`src/rtl/dr_hop_pkg.sv`:
```
`timescale 1ns/1ps
package dr_hop_pkg;
  localparam int          LID_W    = 16;
  localparam logic [15:0] PERM_LID = 16'hFFFF;

  typedef enum logic [2:0] {
    ACT_EMIT   = 3'd0,
    ACT_LOOKUP = 3'd1,
    ACT_LOCAL  = 3'd2,
    ACT_PASS   = 3'd3,
    ACT_DROP   = 3'd4
  } hop_act_e;

  typedef enum logic [1:0] {
    K_PASS = 2'd0,
    K_DROP = 2'd1,
    K_MID  = 2'd2,
    K_LAST = 2'd3
  } hop_kind_e;
endpackage

```
`src/rtl/dr_hop_classify.sv`:
```
`timescale 1ns/1ps
module dr_hop_classify
  import dr_hop_pkg::*;
#(
  parameter int PATH_LEN = 64,
  parameter int PTR_W    = 8
) (
  input  logic             dir,
  input  logic [PTR_W-1:0] hop_cnt,
  input  logic [PTR_W-1:0] hop_ptr,
  input  logic [LID_W-1:0] dlid,
  input  logic             is_switch,
  output hop_kind_e        kind
);
  localparam logic [PTR_W-1:0] MAX_CNT = PTR_W'(PATH_LEN - 1);

  // Priority: return-direction and addressed endpoint traffic bypass first
  always_comb begin
    if (dir || (!is_switch && dlid != PERM_LID))
      kind = K_PASS;
    else if (hop_cnt > MAX_CNT || hop_ptr > hop_cnt)
      kind = K_DROP;
    else if (hop_ptr < hop_cnt)
      kind = K_MID;
    else
      kind = K_LAST;
  end
endmodule

```
`src/rtl/dr_hop_rewrite.sv`:
```
`timescale 1ns/1ps
module dr_hop_rewrite
  import dr_hop_pkg::*;
#(
  parameter int PATH_LEN = 64,
  parameter int PTR_W    = 8,
  parameter int PORT_W   = 8
) (
  input  hop_kind_e                    kind,
  input  logic [PTR_W-1:0]             hop_cnt,
  input  logic [PTR_W-1:0]             hop_ptr,
  input  logic [LID_W-1:0]             slid,
  input  logic [LID_W-1:0]             dlid,
  input  logic [LID_W-1:0]             dr_dlid,
  input  logic [PATH_LEN*PORT_W-1:0]   fwd_path,
  input  logic [PATH_LEN*PORT_W-1:0]   ret_path,
  input  logic                         is_switch,
  input  logic [LID_W-1:0]             own_lid,
  input  logic [PORT_W-1:0]            in_port,
  output hop_act_e                     act,
  output logic [PORT_W-1:0]            eg_port,
  output logic [PTR_W-1:0]             ptr_n,
  output logic [LID_W-1:0]             slid_n,
  output logic [LID_W-1:0]             dlid_n,
  output logic [PATH_LEN*PORT_W-1:0]   ret_n
);
  localparam int IDX_W = (PATH_LEN > 1) ? $clog2(PATH_LEN) : 1;

  logic [PTR_W-1:0]  ptr_inc;
  logic [IDX_W-1:0]  nxt_idx;
  logic [IDX_W-1:0]  wr_idx;
  logic              wr_en;
  logic [PORT_W-1:0] fwd_sel;

  assign ptr_inc = hop_ptr + PTR_W'(1);
  assign nxt_idx = ptr_inc[IDX_W-1:0];
  assign wr_idx  = hop_ptr[IDX_W-1:0];
  assign fwd_sel = fwd_path[int'(nxt_idx)*PORT_W +: PORT_W];

  // Arrival port recorded at nonzero pointer: always on the last hop, only switches mid-path
  assign wr_en = (hop_ptr != '0) &&
                 ((kind == K_LAST) || (kind == K_MID && is_switch));

  for (genvar i = 0; i < PATH_LEN; i++) begin : g_ret
    assign ret_n[i*PORT_W +: PORT_W] =
      (wr_en && wr_idx == IDX_W'(i)) ? in_port : ret_path[i*PORT_W +: PORT_W];
  end

  always_comb begin
    act     = ACT_PASS;
    eg_port = '0;
    ptr_n   = hop_ptr;
    slid_n  = slid;
    dlid_n  = dlid;
    unique case (kind)
      K_PASS: act = ACT_PASS;
      K_DROP: act = ACT_DROP;
      K_MID: begin
        act     = ACT_EMIT;
        ptr_n   = ptr_inc;
        eg_port = fwd_sel;
        slid_n  = is_switch ? PERM_LID : own_lid;
        dlid_n  = PERM_LID;
      end
      K_LAST: begin
        ptr_n = hop_cnt + PTR_W'(1);
        if (dr_dlid == PERM_LID) begin
          act    = ACT_LOCAL;
          slid_n = PERM_LID;
          dlid_n = PERM_LID;
        end else begin
          act    = is_switch ? ACT_LOOKUP : ACT_LOCAL;
          slid_n = own_lid;
          dlid_n = dr_dlid;
        end
      end
      default: act = ACT_DROP;
    endcase
  end
endmodule

```
`src/rtl/dr_hop_oreg.sv`:
```
`timescale 1ns/1ps
module dr_hop_oreg #(
  parameter int W = 8
) (
  input  logic         clk,
  input  logic         rst_n,
  input  logic         in_valid,
  output logic         in_ready,
  input  logic [W-1:0] d,
  output logic         out_valid,
  input  logic         out_ready,
  output logic [W-1:0] q
);
  assign in_ready = !out_valid || out_ready;

  always_ff @(posedge clk or negedge rst_n) begin
    if (!rst_n) begin
      out_valid <= 1'b0;
      q         <= '0;
    end else if (in_ready) begin
      out_valid <= in_valid;
      if (in_valid) q <= d;
    end
  end
endmodule

```
`src/rtl/dr_fwd_hop.sv`:
```
`timescale 1ns/1ps
module dr_fwd_hop
  import dr_hop_pkg::*;
#(
  parameter int PATH_LEN = 64,
  parameter int PTR_W    = 8,
  parameter int PORT_W   = 8
) (
  input  logic                       clk,
  input  logic                       rst_n,
  input  logic                       in_valid,
  output logic                       in_ready,
  input  logic                       in_dir,
  input  logic [PTR_W-1:0]           in_hop_cnt,
  input  logic [PTR_W-1:0]           in_hop_ptr,
  input  logic [15:0]                in_slid,
  input  logic [15:0]                in_dlid,
  input  logic [15:0]                in_dr_dlid,
  input  logic [PATH_LEN*PORT_W-1:0] in_fwd_path,
  input  logic [PATH_LEN*PORT_W-1:0] in_ret_path,
  input  logic                       cfg_is_switch,
  input  logic [15:0]                cfg_own_lid,
  input  logic [PORT_W-1:0]          cfg_in_port,
  output logic                       out_valid,
  input  logic                       out_ready,
  output logic [2:0]                 out_action,
  output logic [PORT_W-1:0]          out_port,
  output logic [PTR_W-1:0]           out_hop_ptr,
  output logic [15:0]                out_slid,
  output logic [15:0]                out_dlid,
  output logic [PATH_LEN*PORT_W-1:0] out_ret_path
);
  localparam int ARR_W = PATH_LEN * PORT_W;
  localparam int OUT_W = 3 + PORT_W + PTR_W + 2 * LID_W + ARR_W;

  hop_kind_e         kind;
  hop_act_e          act;
  logic [PORT_W-1:0] eg_port;
  logic [PTR_W-1:0]  ptr_n;
  logic [LID_W-1:0]  slid_n;
  logic [LID_W-1:0]  dlid_n;
  logic [ARR_W-1:0]  ret_n;
  logic [OUT_W-1:0]  res_d;
  logic [OUT_W-1:0]  res_q;

  dr_hop_classify #(.PATH_LEN(PATH_LEN), .PTR_W(PTR_W)) u_cls (
    .dir       (in_dir),
    .hop_cnt   (in_hop_cnt),
    .hop_ptr   (in_hop_ptr),
    .dlid      (in_dlid),
    .is_switch (cfg_is_switch),
    .kind      (kind)
  );

  dr_hop_rewrite #(.PATH_LEN(PATH_LEN), .PTR_W(PTR_W), .PORT_W(PORT_W)) u_rw (
    .kind      (kind),
    .hop_cnt   (in_hop_cnt),
    .hop_ptr   (in_hop_ptr),
    .slid      (in_slid),
    .dlid      (in_dlid),
    .dr_dlid   (in_dr_dlid),
    .fwd_path  (in_fwd_path),
    .ret_path  (in_ret_path),
    .is_switch (cfg_is_switch),
    .own_lid   (cfg_own_lid),
    .in_port   (cfg_in_port),
    .act       (act),
    .eg_port   (eg_port),
    .ptr_n     (ptr_n),
    .slid_n    (slid_n),
    .dlid_n    (dlid_n),
    .ret_n     (ret_n)
  );

  assign res_d = {act, eg_port, ptr_n, slid_n, dlid_n, ret_n};

  dr_hop_oreg #(.W(OUT_W)) u_oreg (
    .clk       (clk),
    .rst_n     (rst_n),
    .in_valid  (in_valid),
    .in_ready  (in_ready),
    .d         (res_d),
    .out_valid (out_valid),
    .out_ready (out_ready),
    .q         (res_q)
  );

  assign {out_action, out_port, out_hop_ptr, out_slid, out_dlid, out_ret_path} = res_q;
endmodule

```
`config.mk`:
```
export PLATFORM = sky130hd
export DESIGN_NAME = dr_fwd_hop
export DESIGN_NICKNAME = d
export VERILOG_FILES = /design/src/rtl/dr_hop_pkg.sv /design/src/rtl/dr_hop_classify.sv /design/src/rtl/dr_hop_rewrite.sv /design/src/rtl/dr_hop_oreg.sv /design/src/rtl/dr_fwd_hop.sv
export SDC_FILE = /design/constraint.sdc
export NUM_CORES = 2
export LEC_CHECK = 0
export BUFFER_PORTS_ARGS = -buffer_cell sky130_fd_sc_hd__buf_2
export CORE_AREA = 2 2 662 664
export CTS_BUF_LIST = sky130_fd_sc_hd__clkbuf_8
export DETAILED_ROUTE_END_ITERATION = 7
export DIE_AREA = 0 0 664 666
export PLACE_DENSITY = 0.3
export REMOVE_ABC_BUFFERS = 1
export SLEW_MARGIN = 10
export SYNTH_ARGS = -nofsm -noshare
export SYNTH_HDL_FRONTEND = slang
export SYNTH_HIERARCHICAL = 1
export SYNTH_SLANG_ARGS = --single-unit
```
`constraint.sdc`:
```
create_clock -name clk -period 1.84 [get_ports clk]
set_input_delay 0.092 -clock clk [delete_from_list [all_inputs] [get_ports clk]]
set_output_delay 0.092 -clock clk [all_outputs]
set_load 0.02 [all_outputs]
```
Word level (Yosys, flattened, before mapping):

Cells that the tools add are included.
W data, S select, Z words.

* add/subtract/negate cells: 2
* $lt $le $gt $ge: 3
* equality and inequality tests: 68
* shift operators: 1
* multiplexer cells: 77
* reduce and logical (&&, ||, !) cells: 77

Operators by type and width (number)
* $mux W8: 65
* $shiftx A512 B10 Y8: 1
* $eq A6 B6 Y1 const B: 32
* $eq A6 B5 Y1 const B: 16
* $logic_and A1 B1 Y1: 67
* $pmux W16 S2: 2
* $eq A6 B4 Y1 const B: 8
* $mux W16: 3
* $eq A6 B3 Y1 const B: 4
* $add A8 B1 Y8 const B: 2
* $eq A16 B16 Y1 const B: 1
* $ne A16 B16 Y1 const B: 1
* $pmux W8 S2: 1
* $eq A6 B2 Y1 const B: 2
* $pmux W3 S4: 1
* $gt A8 B6 Y1 const B: 1
* $gt A8 B8 Y1: 1
* $lt A8 B8 Y1: 1
* $reduce_bool A8 Y1: 1
* $eq A6 B1 Y1 const B: 1
* $logic_not A6 Y1: 1
* $mux W2: 3
* $eq A2 B2 Y1 const B: 2
* $logic_or A1 B1 Y1: 4
* 6 further kinds: 7

* register bits after elaboration: 564
* bits of input ports: 1118
* output and inout bits: 565

Longest topological paths before layout:

* depth in word-level cells: 10
* mapped depth: 15
* gate-level depth less buffers: 12

Modules after synthesis:

The synthesis kept the hierarchy.

By module, submodules not included
* dr_hop_oreg: times used 1, cells an instance 1192, area an instance 21209.1 um^2, seq. area each 14113.5 um^2
* dr_hop_rewrite: times used 1, cells an instance 1147, area an instance 11845.1 um^2, seq. area each 0.0 um^2
* dr_hop_classify: times used 1, cells an instance 39, area an instance 269.0 um^2, seq. area each 0.0 um^2

Worst setup path before layout:

No wires, ideal clock.

* path kind: input to register
* start point: input port in_hop_ptr[0]
* end point: register u_oreg.q[552]
* arrival time: 3.468 ns
* required time: 1.715 ns
* setup slack: -1.753 ns
* stages on the path: 13
* path through: clkbuf_1 -> buf_2 -> buf_2 -> buf_2 -> inv_1 -> ha_1 -> clkbuf_1 -> clkbuf_1 -> mux4_2 -> mux4_2 -> o2111ai_1 -> nand2_1 -> mux2_4

* cells in the longest elaborated chain, start to end: 6

RTL lines
* start: declaration: RTL line dr_fwd_hop.sv:15 `input logic [PTR_W-1:0] in_hop_ptr,`
* branches (longest 5 deep; another with $add A8 B1 Y8)
* $mux W8 (*): RTL line dr_hop_rewrite.sv:55 `unique case (kind)`
* via eg_port[0]: RTL line dr_fwd_hop.sv:38 `logic [PORT_W-1:0] eg_port;`
* end signal: assignment: RTL line dr_hop_oreg.sv:19 `q <= '0;`
* end signal: assignment: RTL line dr_hop_oreg.sv:22 `if (in_valid) q <= d;`
* end: declaration: RTL line dr_hop_oreg.sv:12 `output logic [W-1:0] q`

Mark *: on every way through the listed nets, which the timed path passes.
A chain may end at the register's enable or synchronous reset.

Final worst setup path:

* start point: input port in_dlid[14]
* end point: register u_oreg.q[136]

* cells in the longest elaborated chain, start to end: 10

RTL lines
* start: declaration: RTL line dr_fwd_hop.sv:17 `input logic [15:0] in_dlid,`
* $ne A16 B16 Y1 (*): RTL line dr_hop_classify.sv:19 `if (dir || (!is_switch && dlid != PERM_LID))`
* $logic_and A1 B1 Y1 (*): RTL line dr_hop_classify.sv:19
* $logic_or A1 B1 Y1 (*): RTL line dr_hop_classify.sv:19
* $mux W2 (*): RTL line dr_hop_classify.sv:19
* via kind[1]: RTL line dr_fwd_hop.sv:36 `hop_kind_e kind;`
* $eq A2 B2 Y1: RTL line dr_hop_rewrite.sv:42 `((kind == K_LAST) || (kind == K_MID && is_switch));`
* $logic_and A1 B1 Y1: RTL line dr_hop_rewrite.sv:42
* $logic_or A1 B1 Y1 (*): RTL line dr_hop_rewrite.sv:42
* $logic_and A1 B1 Y1 (*): RTL line dr_hop_rewrite.sv:41 `assign wr_en = (hop_ptr != '0) &&`
* $logic_and A1 B1 Y1 (*): RTL line dr_hop_rewrite.sv:46 `(wr_en && wr_idx == IDX_W'(i)) ? in_port : ret_path[i*PORT_W +: PORT_W];`
* $mux W8 (*): RTL line dr_hop_rewrite.sv:46
* via ret_n[136]: RTL line dr_fwd_hop.sv:42 `logic [ARR_W-1:0] ret_n;`

The timed path passes the listed nets; every way through them passes the cells marked *.

==> flow_summary.toml <==
[synth]
synth.distinct_cells = 55
synth-seq-area-share_pct = 42.35
netlist.area_leader.share_pct = 42.35
syn_avg_cell_area_sq_um = 14.01
synth_area_sq_mm = 0.03332
synth_edf_count = 0
yosys-top-cells-area = "dfrtp_1 (42%), mux2_2 (34%), mux4_2 (9.5%), mux2_4 (3.2%), clkbuf_1 (1.0%)"
synthFlopType = "dfrtp_1"
ys_seq_elements = 564
async_reset_ff_share_pct = 100.0
synth_top_area_cell = "dfrtp_1"
yosys_warnings = 6
synthCells = 2378

[power_and_ir_drop]
p_per_area_mw_per_mm2 = 738.0
peakVddDrop_uv = 477.5
power.static_leakage_nw = 29.79

[clocking]
hold_buffers = 1210
cts_tree = "yes"
clkSinkCount = 564
htreeDepth = 4
max-clock-path-buffers = 4
cts_buffers = 142
clock_latency_ps = 990
clk_pin_slew_ps = 70
clock-root-buffer = "clkbuf_8"

[layout]
drive_above_1_share_pct = 62.98
nets = 6715
stdcell_area_sq_mm = 0.06956
nFillCells = 49050
instances_no_fill = 11550
layout_common_cells = "buf_2 (1661), dlygate4sd3_1 (1209), mux2_2 (764)"
layout_commonest_cell = "buf_2"
syn_to_final_growth_pct = 108.7
utilization_pct = 15.95

[floorplan]
die_y_microns = 666
coreArea_sq_mm = 0.4360
fp.dieW_microns = 664
start_util_pct = 7.643
placementRows = 243
dieArea_sq_mm = 0.4422
io-pin-count = 1683

[worst_setup_path]
cp-start-kind = "input port"
critical-path-top-delay-family = "simple AND/OR/NAND/NOR gates"
cp-end-kind = "flop"
crit_chain = "buf_6, nand4_1, or4_4, a21oi_4, buf_6, and4b_2, o21a_4, o21a_4, buf_12, buf_6, and2_4, buf_12, nand2_8, buf_6, mux2_4, mux2_4"
path_class = "in -> reg"
worstReg2RegEnd = "u_oreg/q[355]"
crit_required_ps = 2670
cp_common_cell = "buf_6"
critPathMaxFanout = 4
worst_ep_arrival_time_ps = 3350
rrSetupSlack_ps = 50
cp.depth = 16
cpPeakStageDelay_ps = 550
worstReg2RegStart = "u_oreg/out_valid"
path_buf_inv = 6
rr_worst_depth = 5
slowest_stage = "or4_4"

[grt]
grt_pass1_vias = 38870
grt_remaining_overflow = 0
grt_use_total_pct = 15.84
grt_start_max_net_pins = 73
grt_pass1_wl_microns = 451500
antenna_found_initial = 215

[place]
dp.cells = 9965
place_congestion = 0.9266
pre_cts_ws_ps = -2421
port_buffers = 1682
place_hpwl_microns = 308200
place_area_sq_mm = 0.05214

[hold_path]
whs_path_depth = 5
min_from = "in_hop_ptr[0]"
hold_end = "u_oreg/q[544]"
hold_class = "in -> reg"

[routing]
drc = 0
vias = 35730
drt_iter0_markers = 1590
routed_wl_microns = 363900
ant_nets = 0
routed_via_density = 3.094
avgRoutedWirePerCell_microns = 31.51
drtPass1Iterations = 5

[timing]
post-route-period-util_pct = 136.7
tightestPinTransition_ps = 982.5
fin_ws_ps = -676.0
layout_min_cycle_time_ps = 2516
max_clock_freq_mhz = 397.5
clock_skew_ps = 49.84
hold_violations = 1
whs_ps = -48.53
slew_violations = 0
slew_headroom_pct = 34.50
rsz0062_at_grt = "yes"
setup_viol = 561

[outcome]
outcome = "complete, but fails checks"
failed_checks = "hold timing, setup timing"

[run]
maxCapViolCount = 0
[worst register-to-register path, delay by kind of cell (launching register included)]
| kind | cells | cell delay, ps |
|---|---|---|
| buffers and inverters | 2 | 570 |
| muxes | 1 | 450 |
| and+or+nand+nor | 2 | 280 |
| DFF | 1 | 390 |
[registers in the layout, summed over array words and instances (netlist names)]
signal and cells:
u_oreg/q 563, u_oreg/out_valid 1
[Yosys cell counts (3+ instances only)]
cell type / n
a21oi_1: 9
a22o_1: 9
a32oi_1: 4
and2_1: 7
and3_1: 3
buf_1: 17
buf_2: 27
buf_4: 40
buf_6: 16
clkbuf_1: 92
dfrtp_1: 564
ha_1: 13
inv_1: 12
mux2_2: 1006
mux2_4: 70
mux2i_1: 8
mux4_2: 140
nand2_1: 91
nand2_2: 5
nand2_4: 27
nand2b_1: 8
nand3_1: 43
nand3b_1: 3
nand4_1: 15
nor2_1: 39
nor2b_1: 4
nor3_1: 6
nor3_2: 4
o2111ai_1: 12
o21ai_0: 10
o22a_1: 33
or2_2: 3
xnor2_1: 6
xor2_1: 6
[cells by family (layout without fill, tap and decap cells)]
group	count (synthesis)	after routing	synth area share, %
adders and majority gates	13	13	0.4881
xor gates and xnor gates	12	12	0.3154
and+or+nand+nor	272	272	4.566
muxes	1226	1226	46.92
buffers and inverters	206	3508	3.330
DFF	564	564	42.35
other	0	110	0
AOI/OAI and AO/OA	85	85	2.028
[per-stage QoR]
| step | setup TNS, ps | total power [mW] |
|---|---|---|
| after global placement | -1225000 | 32.41 |
| after detailed placement | -1209950 | 32.40 |
| after global routing | -238230 | 53.99 |
| after CTS | -188680 | 52.82 |
| final | -268170 | 51.33 |
| after floorplan | -3856790 | 22.27 |
[area by class of cell]
type | count | area, sq um | share of cell area, %
tap | 5757 | 7203 | 10.36
inverter | 12 | 45.04 | 0.06476
antenna | 110 | 275.3 | 0.3957
timing repair buffer | 3256 | 25320 | 36.41
sequential | 564 | 14110 | 20.29
multi-input combinational | 1608 | 19770 | 28.43
clock inverter | 69 | 471.7 | 0.6782
clock buffer | 171 | 2354 | 3.384
[layer usage]
layer	up-vias	GRT usage, %	wire length (microns)
li1	15480	-	-
met1	18170	17.40	138700
met2	1503	27.78	179400
met3	511	6.551	34090
met4	58	4.642	11320
met5	-	0	361
[timing repair]
item,CTS,global route
cloned,3,0
setup endpoints to repair,789,721
resized for setup,301,160
buffers inserted,15,7
pin swaps,19,24
hold endpoints to repair,1128,1
[how the worst max path moves through the flow]
stage,start,end,slack [ps]
6_report,in_dlid[14],u_oreg/q[136],-680
5_1_grt,in_dlid[15],u_oreg/q[136],-570
3_3_place_gp,in_dlid[10],u_oreg/q[17],-2450
2_1_floorplan,u_oreg/out_valid,u_oreg/q[0],-6870
4_1_cts,in_dlid[14],u_oreg/q[315],-470
3_5_place_dp,in_dlid[10],u_oreg/q[17],-2420
[power by group]
part / leakage [nW] / switching (mW) / internal [mW]
sequential: 6.61 / 1.26 / 14.2
clock: 1.61 / 7.73 / 9.20
combinational: 21.6 / 11.1 / 7.76
Power figures use the tool's default switching activity.
